### src/rtl/fpx_pkg.sv
package fpx_pkg;
  localparam int NEXC    = 5;
  localparam int CSR_W   = 2 * NEXC;
  localparam int EXC_INV = 4;
  localparam int EXC_DZ  = 3;
  localparam int EXC_OVF = 2;
  localparam int EXC_UNF = 1;
  localparam int EXC_INX = 0;
  typedef logic [NEXC-1:0] exc_t;
endpackage

### src/rtl/fpx_csr.sv
module fpx_csr
  import fpx_pkg::*;
(
  input  logic             clk,
  input  logic             rst,
  input  logic             wr,
  input  logic [CSR_W-1:0] wdata,
  input  logic             fire,
  input  exc_t             exc,
  output exc_t             flags,
  output exc_t             enables
);
  always_ff @(posedge clk) begin
    if (rst) begin
      flags   <= '0;
      enables <= '0;
    end else begin
      flags <= (wr ? wdata[NEXC-1:0] : flags) | (fire ? exc : '0);
      if (wr) enables <= wdata[CSR_W-1:NEXC];
    end
  end

  assert_sticky_flags_R1: assert property (@(posedge clk) disable iff (rst)
    !wr |=> (($past(flags) & ~flags) == '0));
  assert_fire_sets_R1: assert property (@(posedge clk) disable iff (rst)
    fire |=> ((flags & $past(exc)) == $past(exc)));
endmodule

### src/rtl/fpx_inflight_q.sv
module fpx_inflight_q #(
  parameter int DEPTH = 4,
  parameter int PC_W  = 32,
  parameter int OP_W  = 8
) (
  input  logic            clk,
  input  logic            rst,
  input  logic            push,
  input  logic [PC_W-1:0] push_pc,
  input  logic [OP_W-1:0] push_op,
  input  logic            pop,
  input  logic            flush,
  input  logic            freeze,
  output logic [PC_W-1:0] head_pc,
  output logic [OP_W-1:0] head_op,
  output logic            full,
  output logic            empty
);
  localparam int PTR_W = (DEPTH > 1) ? $clog2(DEPTH) : 1;
  localparam int CNT_W = $clog2(DEPTH + 1);
  localparam int ENT_W = PC_W + OP_W;

  logic [ENT_W-1:0] mem [DEPTH];
  logic [PTR_W-1:0] rd_ptr, wr_ptr;
  logic [CNT_W-1:0] count;

  function automatic logic [PTR_W-1:0] bump(input logic [PTR_W-1:0] p);
    return (p == PTR_W'(DEPTH - 1)) ? '0 : p + 1'b1;
  endfunction

  assign full  = (count == CNT_W'(DEPTH));
  assign empty = (count == '0);
  assign {head_pc, head_op} = mem[rd_ptr];

  always_ff @(posedge clk) begin
    if (push) mem[wr_ptr] <= {push_pc, push_op};
  end

  always_ff @(posedge clk) begin
    if (rst || flush) begin
      rd_ptr <= '0;
      wr_ptr <= '0;
      count  <= '0;
    end else begin
      if (push) wr_ptr <= bump(wr_ptr);
      if (pop)  rd_ptr <= bump(rd_ptr);
      count <= count + CNT_W'(push) - CNT_W'(pop);
    end
  end

  assert_no_push_full_R6: assert property (@(posedge clk) disable iff (rst)
    push |-> !full);
  assert_no_pop_empty_R9: assert property (@(posedge clk) disable iff (rst)
    pop |-> !empty);
  assert_frozen_R7: assert property (@(posedge clk) disable iff (rst)
    (freeze && !flush) |=> (count == $past(count) && rd_ptr == $past(rd_ptr)));
  assert_flush_empties_R8: assert property (@(posedge clk) disable iff (rst)
    flush |=> empty);
endmodule

### src/rtl/fpx_trap_latch.sv
module fpx_trap_latch #(
  parameter int PC_W = 32,
  parameter int OP_W = 8
) (
  input  logic            clk,
  input  logic            rst,
  input  logic            take,
  input  logic            ack,
  input  logic [PC_W-1:0] head_pc,
  input  logic [OP_W-1:0] head_op,
  output logic            trap_req,
  output logic [PC_W-1:0] trap_pc,
  output logic [OP_W-1:0] trap_op
);
  always_ff @(posedge clk) begin
    if (rst) begin
      trap_req <= 1'b0;
      trap_pc  <= '0;
      trap_op  <= '0;
    end else if (trap_req) begin
      if (ack) trap_req <= 1'b0;
    end else if (take) begin
      trap_req <= 1'b1;
      trap_pc  <= head_pc;
      trap_op  <= head_op;
    end
  end

  assert_ack_clears_R8: assert property (@(posedge clk) disable iff (rst)
    (trap_req && ack) |=> !trap_req);
  assert_trap_pc_held_R5: assert property (@(posedge clk) disable iff (rst)
    (trap_req && !ack) |=> (trap_req && $stable(trap_pc) && $stable(trap_op)));
endmodule

### src/rtl/fpx_ctrl.sv
module fpx_ctrl
  import fpx_pkg::*;
#(
  parameter int PC_W  = 32,
  parameter int OP_W  = 8,
  parameter int DEPTH = 4
) (
  input  logic             clk,
  input  logic             rst,
  input  logic             iss_valid,
  input  logic [PC_W-1:0]  iss_pc,
  input  logic [OP_W-1:0]  iss_op,
  output logic             iss_ready,
  input  logic             cmp_valid,
  input  logic [NEXC-1:0]  cmp_exc,
  input  logic             reg_wr,
  input  logic [CSR_W-1:0] reg_wdata,
  output logic [CSR_W-1:0] reg_rdata,
  output logic             trap_req,
  input  logic             trap_ack,
  output logic [PC_W-1:0]  trap_pc,
  output logic [OP_W-1:0]  trap_op
);
  exc_t flags, enables;
  logic full, empty, fire, take, pop, push, flush;
  logic [PC_W-1:0] head_pc;
  logic [OP_W-1:0] head_op;

  assign iss_ready = !full && !trap_req;
  assign push      = iss_valid && iss_ready;
  assign fire      = cmp_valid && !empty && !trap_req;
  assign take      = fire && ((cmp_exc & enables) != '0);
  assign pop       = fire && !take;
  assign flush     = trap_req && trap_ack;
  assign reg_rdata = {enables, flags};

  fpx_csr u_csr (
    .clk(clk), .rst(rst), .wr(reg_wr), .wdata(reg_wdata),
    .fire(fire), .exc(cmp_exc), .flags(flags), .enables(enables)
  );

  fpx_inflight_q #(.DEPTH(DEPTH), .PC_W(PC_W), .OP_W(OP_W)) u_q (
    .clk(clk), .rst(rst), .push(push), .push_pc(iss_pc), .push_op(iss_op),
    .pop(pop), .flush(flush), .freeze(trap_req),
    .head_pc(head_pc), .head_op(head_op), .full(full), .empty(empty)
  );

  fpx_trap_latch #(.PC_W(PC_W), .OP_W(OP_W)) u_trap (
    .clk(clk), .rst(rst), .take(take), .ack(trap_ack),
    .head_pc(head_pc), .head_op(head_op),
    .trap_req(trap_req), .trap_pc(trap_pc), .trap_op(trap_op)
  );

  assert_trap_only_enabled_R4: assert property (@(posedge clk) disable iff (rst)
    (!trap_req && (!cmp_valid || empty || ((cmp_exc & enables) == '0))) |=> !trap_req);
  assert_trap_on_enabled_R5: assert property (@(posedge clk) disable iff (rst)
    take |=> trap_req);
  assert_trap_flags_frozen_R7: assert property (@(posedge clk) disable iff (rst)
    (trap_req && !reg_wr) |=> $stable(flags));
endmodule

### config.mk
export PLATFORM = sky130hd
export DESIGN_NAME = fpx_ctrl
export DESIGN_NICKNAME = d
export VERILOG_FILES = /design/src/rtl/fpx_pkg.sv /design/src/rtl/fpx_csr.sv /design/src/rtl/fpx_inflight_q.sv /design/src/rtl/fpx_trap_latch.sv /design/src/rtl/fpx_ctrl.sv
export SDC_FILE = /design/constraint.sdc
export NUM_CORES = 1
export LEC_CHECK = 0
export ABC_AREA = 1
export CAP_MARGIN = 0
export CORE_AREA = 2 2 150 152
export DETAILED_ROUTE_END_ITERATION = 6
export DIE_AREA = 0 0 152 154
export GPL_ROUTABILITY_DRIVEN = 0
export PLACE_DENSITY_LB_ADDON = 0.2
export SETUP_SLACK_MARGIN = 0.15
export SYNTH_ARGS = -nofsm -noshare
export SYNTH_HDL_FRONTEND = slang
export SYNTH_SLANG_ARGS = --single-unit
### constraint.sdc
create_clock -name clk -period 3.6 [get_ports clk]
set_input_delay 1.08 -clock clk [delete_from_list [all_inputs] [get_ports clk]]
set_output_delay 1.08 -clock clk [all_outputs]
set_load 0.02 [all_outputs]
After elaboration in Yosys (flattened, before gate mapping)
Memories as Yosys holds them, arrays and structs flattened. A register that Yosys moved wholly into a read port is not among the register bits. Cells that the tools add are included. Widths: inputs -> output; s select.

Add/sub/neg operators: 4. Equal/unequal tests: 3. Muxes and demuxes: 9. Bitwise operators: 3. Reductions and logical operators: 15.

Operator list (number): $mux 5 (2); $logic_and 1x1->1 (7); $and 5x5->5 (1); $mux 1 (5); $or 5x5->5 (1); $reduce_bool 5->1 (1); $add 2x1->2 const B (2); $eq 2x2->1 const B (2); $logic_not 1->1 (4); $mux 2 (2); $add 3x1->3 (1); $eq 3x3->1 const B (1); $logic_not 3->1 (1); $sub 3x1->3 (1); $reduce_and 2->1 (1); $logic_or 1x1->1 (1); $not 1->1 (1).

Register bits after elaboration: 18. Bits in writable memories: 160. Input port bits: 61. Output and inout bits: 52. Logic and storage cells: 41. Memories: 1.

Memories: u_q.mem (words 4, bits a word 40, rd ports 1, clocked after Yosys merged registers in 1, wr ports 1, RTL line fpx_inflight_q.sv:23) `logic [ENT_W-1:0] mem [DEPTH];`.

Logic depth before layout (Yosys ltp)
Depth in word-level cells: 8. Depth in mapped cells: 12. Mapped depth without buffers: 12.

Cells and area by module
A second synthesis with hierarchy kept.

Cells, all modules: 869. Area total of the unflattened synthesis: 9344.0 um^2.

Modules (own cells, without submodules): fpx_inflight_q (instances 1, cells an instance 527, area an instance 7081.8 um^2, seq. area each 4984.8 um^2); fpx_trap_latch (instances 1, cells an instance 266, area an instance 1769.2 um^2, seq. area each 820.8 um^2); fpx_csr (instances 1, cells an instance 58, area an instance 400.4 um^2, seq. area each 200.2 um^2); fpx_ctrl (instances 1, cells an instance 18, area an instance 92.6 um^2, seq. area each 0.0 um^2).

Least setup slack after synthesis
OpenSTA, ideal clock, no wires.

Kind: input-to-reg. From: input port iss_valid. To: memory u_q.mem[0][0] (netlist name), enable pin. Data arrival time: 2994 ps. Required time: 3162 ps. Slack: 169 ps. Cell stages on the path: 2. Path buffers: 0. Path through: nand3_1 nor2_1.

Cells in the longest elaborated chain, start to end: 3.

Ends and longest elaborated chain: from (decl) (RTL line fpx_ctrl.sv:10) `input logic iss_valid,`; $logic_and 1x1->1 (RTL line fpx_ctrl.sv:30) `assign push = iss_valid && iss_ready;`; $mux 1 (RTL line fpx_inflight_q.sv:36) `if (push) mem[wr_ptr] <= {push_pc, push_op};`; $mux 1 (implied by the code) (RTL line fpx_inflight_q.sv:36); to (decl) (RTL line fpx_inflight_q.sv:23).

Every way passes these cells.

Worst setup path after layout
From: register u_q.count[1]. To: output port iss_ready.

Cells in the longest elaborated chain, start to end: 3.

Ends and longest elaborated chain: from (decl) (RTL line fpx_inflight_q.sv:25) `logic [CNT_W-1:0] count;`; from (signal assigned) (RTL line fpx_inflight_q.sv:47) `count <= count + CNT_W'(push) - CNT_W'(pop);`; $eq 3x3->1 (RTL line fpx_inflight_q.sv:31) `assign full = (count == CNT_W'(DEPTH));`; $logic_not 1->1 (RTL line fpx_ctrl.sv:29) `assign iss_ready = !full && !trap_req;`; $logic_and 1x1->1 (RTL line fpx_ctrl.sv:29); to (decl) (RTL line fpx_ctrl.sv:13) `output logic iss_ready,`.

Every way passes these cells.

==> impl.org <==
** Synthesis
- Yosys reg bits :: roughly 220
- For this run, the register share of the synthesized area comes to between 60% and 70%.
- Count of mapped cells out of synthesis :: between 800 and 900
- For this run, asynchronously set or reset flops after synthesis account for 0%.
- The top cell type by area accounts for a little under three fifths of the synthesized area.
- Syn Nets :: approximately 900
- Library cell with the largest summed area after synthesis :: sky130_fd_sc_hd__edfxtp_1
- Predominant post-synthesis flop cell :: sky130_fd_sc_hd__edfxtp_1
- Post-synth EDFFs :: 160
- Synth warn :: 0
- Mean cell area of the mapped netlist :: 10.17 um^2
- Netlist area before placement :: ~8600 um^2
- Counting distinct cell types in the post-synthesis netlist gives 23.
- By area the synthesized netlist is led by sky130_fd_sc_hd__edfxtp_1 56%, sky130_fd_sc_hd__dfxtp_1 13%, sky130_fd_sc_hd__nor2_1 12%.

** STA
- Fin crit share :: between 70% and 80%
- Fin Setup TNS :: 0 ps
- Relative slew slack :: a little over a third
- The tightest hold path in the finished design has a slack of ~490 ps.
- Between clock sinks in the finished design, the worst skew comes to ~11 ps.
- Final hold violation count :: 0
- The final-report max-slew violation count is 0.
- Final setup vio count :: 0
- At the pin with the least slew margin, the transition time is roughly 960 ps.
- Final period demand of the worst path :: 2825 ps
- Max Clk Rate :: 353.9 MHz
- Setup repair after global routing left no endpoint under its margin.

** Finish
- Relative to the synthesized area, the layout overhead comes to 25.66%.
- Net count, final :: 1030
- Commonest non-fill, non-tap cells in the layout :: 261 x sky130_fd_sc_hd__nor2_1, 160 x sky130_fd_sc_hd__edfxtp_1, 150 x sky130_fd_sc_hd__nand2_1
- Final Core Density :: about 50%
- Filler Cell Count :: 1937
- Commonest non-fill, non-tap cell in the layout :: sky130_fd_sc_hd__nor2_1
- Cells with a size suffix above 1 make up 6.231% of the layout.

** Global routing
- Maximum number of pins on one net before global-route repair :: 47
- Total routing resource utilization after global routing :: approximately 16%
- Sum of overflow across all layers after global routing :: 0
- The first global-routing pass estimated approximately 29000 um of wire.
- Number of antenna violations at the first check in global routing :: 1
- The number of global-route vias before repair is between 5k and 6k.

** Power
- Share of total power consumed by net switching :: ~29%
- Combinational logic burns about a quarter of the power.
- Dividing total power by cell area gives a power density of 677.3 nW/um^2.
- The internal power of the cells totals 5192 uW.
- Sw power :: ~2200 uW
- Lkg Pwr :: between 0.004 and 0.005 uW
- Relative contribution of the clock network to total power :: 32.2%
- Registers are responsible for about 44% of the overall power.
- Worst voltage drop across the vdd grid :: 0.0003590 V

** Setup path
- On the worst path, the slowest cell contributes a delay of 550 ps.
- Critical path origin :: u_q.count[1]
- STA puts the critical path data required time at between 2000 and 3000 ps.
- Cell chain of the critical path :: nor2_1 > a21oi_1 > clkdlybuf4s50_1
- The setup path with the least slack is of type reg -> out.
- The worst setup path is captured at an output pin.
- In this design, the largest share of critical-path delay is due to buffers and inverters.
- In this run the worst path has a maximum fanout of 3.
- The worst setup path is launched from a flip-flop.
- Cell with the biggest individual delay on the critical path :: sky130_fd_sc_hd__clkdlybuf4s50_1
- Worst Path Buf+Inv :: 1
- Worst R2R Start :: u_q.count[1]
- At the worst endpoint, the arrival time is between 1500 and 2000 ps.

** Detailed routing
- Routed length per placed instance :: roughly 14 um
- Residual antenna-violating net count after detailed routing :: 0
- Summed over all layers, the routed wires come to 18130 um.
- Before antenna repair, the detailed router went through 4 iterations.
- Number of vias per cell :: 4.513
- Iter 0 DRT Violations :: 297
- After detailed routing, the number of remaining DRC violations is 0.
- The routed layout has 5687 vias.

** Placement
- Port buffering added between 100 and 150 buffers.
- DP HPWL :: around 10000 um

** CTS
- Counting along the longest clock path gives a buffer depth of 3.
- Post-CTS Setup Repair Bufs :: 0
- Insertion delay of the later-clocked pin in the worst-skew pair :: 510 ps
- Counting every sink on the clock net gives 218.
- Number of H-tree branching levels :: 1
- The number of gates resized after CTS was 0.
- Total clock buffers created by CTS :: 24
- Clock tree from TritonCTS :: built
- Root buf cell :: sky130_fd_sc_hd__clkbuf_16
- Number of hold buffers added after CTS :: 0
- Clock slew at the register clock pins of the worst setup and hold paths :: 60 ps

** Die
- The die covers 23410 um^2.
- Effective utilization at floorplan :: roughly two fifths
- Placeable Area :: 21690 um^2
- During I/O placement, the number of pins put on the boundary was roughly 110.
- Die extent in x :: ~150 um
- Height of the die :: 154 um
- The initialized floorplan defines 54 standard-cell rows.

** Min path
- Path category of the worst min-delay check :: reg -> reg
- In this run the most critical hold path is launched from u_csr.flags[0].

** Run status
- Result of the run :: finished, final reports clean

** Run
- # Max-Cap Violations :: 0
layout make-up:
cell class	count	area, um^2	area share [%]
clock inverters	5	51.30	0.4727
repair buffers	126	1264	11.64
inverters	63	236.5	2.179
flip-flops and latches	218	5971	55.02
clock buffers	39	728.2	6.710
multi-input cells	528	2250	20.73
well taps	280	350.3	3.228
diodes	1	2.502	0.02306
worst paths after layout:
check / slack [ps] / cells past startpoint / end
max: 770 / 3 / iss_ready
min reg2reg: 490 / 2 / u_csr.flags[0]
max reg2reg: 1380 / 11 / u_q.count[2]
min: 490 / 2 / u_csr.flags[0]
cell usage after synthesis, types with 2 or more instances:
| cell type | n |
|---|---|
| sky130_fd_sc_hd__buf_6 | 4 |
| sky130_fd_sc_hd__clkbuf_1 | 16 |
| sky130_fd_sc_hd__edfxtp_1 | 160 |
| sky130_fd_sc_hd__o21ai_0 | 60 |
| sky130_fd_sc_hd__buf_2 | 15 |
| sky130_fd_sc_hd__inv_1 | 59 |
| sky130_fd_sc_hd__nor2_1 | 265 |
| sky130_fd_sc_hd__dfxtp_1 | 58 |
| sky130_fd_sc_hd__a21oi_1 | 6 |
| sky130_fd_sc_hd__clkinv_1 | 2 |
| sky130_fd_sc_hd__nand3_1 | 2 |
| sky130_fd_sc_hd__nand2_1 | 150 |
| sky130_fd_sc_hd__ha_1 | 7 |
| sky130_fd_sc_hd__a31oi_1 | 5 |
| sky130_fd_sc_hd__o21ai_1 | 28 |
| sky130_fd_sc_hd__buf_4 | 4 |
| sky130_fd_sc_hd__inv_2 | 2 |
layer usage:
| layer | GRT usage [%] | share of wire (%) | vias up |
|---|---|---|---|
| li1 | - | - | 2977 |
| met1 | 18.42 | 42 | 2553 |
| met2 | 28.61 | 50 | 128 |
| met3 | 3.241 | 5.9 | 29 |
| met4 | 4.005 | 1.6 | 0 |
| met5 | 0 | 0 | - |
kinds of logic after synthesis:
group,Yosys count,synth area share [%]
AO/OA/AOI/OAI,100,5.997
flip-flops,218,69.07
buffers and inverters,103,5.230
XOR/XNOR,1,0.1014
adder cells (fa/ha/maj),8,1.246
AND/OR/NAND/NOR,419,18.35
power groups by stage:
stage	registers (uW)	clock network (uW)	logic, uW
after floorplan	3380	0	1040
after global placement	3270	0	1770
after detailed placement	3280	0	1790
after CTS	3230	2430	1800
after global routing	3260	2530	2020
final	3220	2360	1760
sequential cells by signal, indices dropped and copies added, names as in the netlist:
register,flops
u_trap.trap_pc,32
u_trap.trap_req,1
u_csr.flags,5
u_q.mem,160
u_csr.enables,5
u_q.count,3
u_q.wr_ptr,2
u_q.rd_ptr,2
u_trap.trap_op,8
worst register-to-register path, stage by stage, from the launching register on:
cell                      delay, ps
sky130_fd_sc_hd__dfxtp_1        310
sky130_fd_sc_hd__nor2_1         270
sky130_fd_sc_hd__a21oi_4         90
sky130_fd_sc_hd__nand2_1        160
sky130_fd_sc_hd__inv_1           60
sky130_fd_sc_hd__ha_1           270
sky130_fd_sc_hd__inv_1           40
sky130_fd_sc_hd__ha_1           180
sky130_fd_sc_hd__fa_1           370
sky130_fd_sc_hd__xor2_1         160
sky130_fd_sc_hd__o21ai_0        150
sky130_fd_sc_hd__a21oi_1         60
stage by stage:
step | setup WS (ps) | instances | instance area [um^2] | power [uW]
3_5_place_dp | 273.9 | 1215 | 10070 | 5069
5_1_grt | 606.3 | 1259 | 10850 | 7808
3_3_place_gp | 312.5 | 1215 | 10070 | 5043
4_1_cts | 732.2 | 1259 | 10850 | 7458
6_report | 774.7 | 1260 | 10850 | 7350
2_1_floorplan | 168.9 | 849 | 8637 | 4420
(Power assumes the default switching activity.)
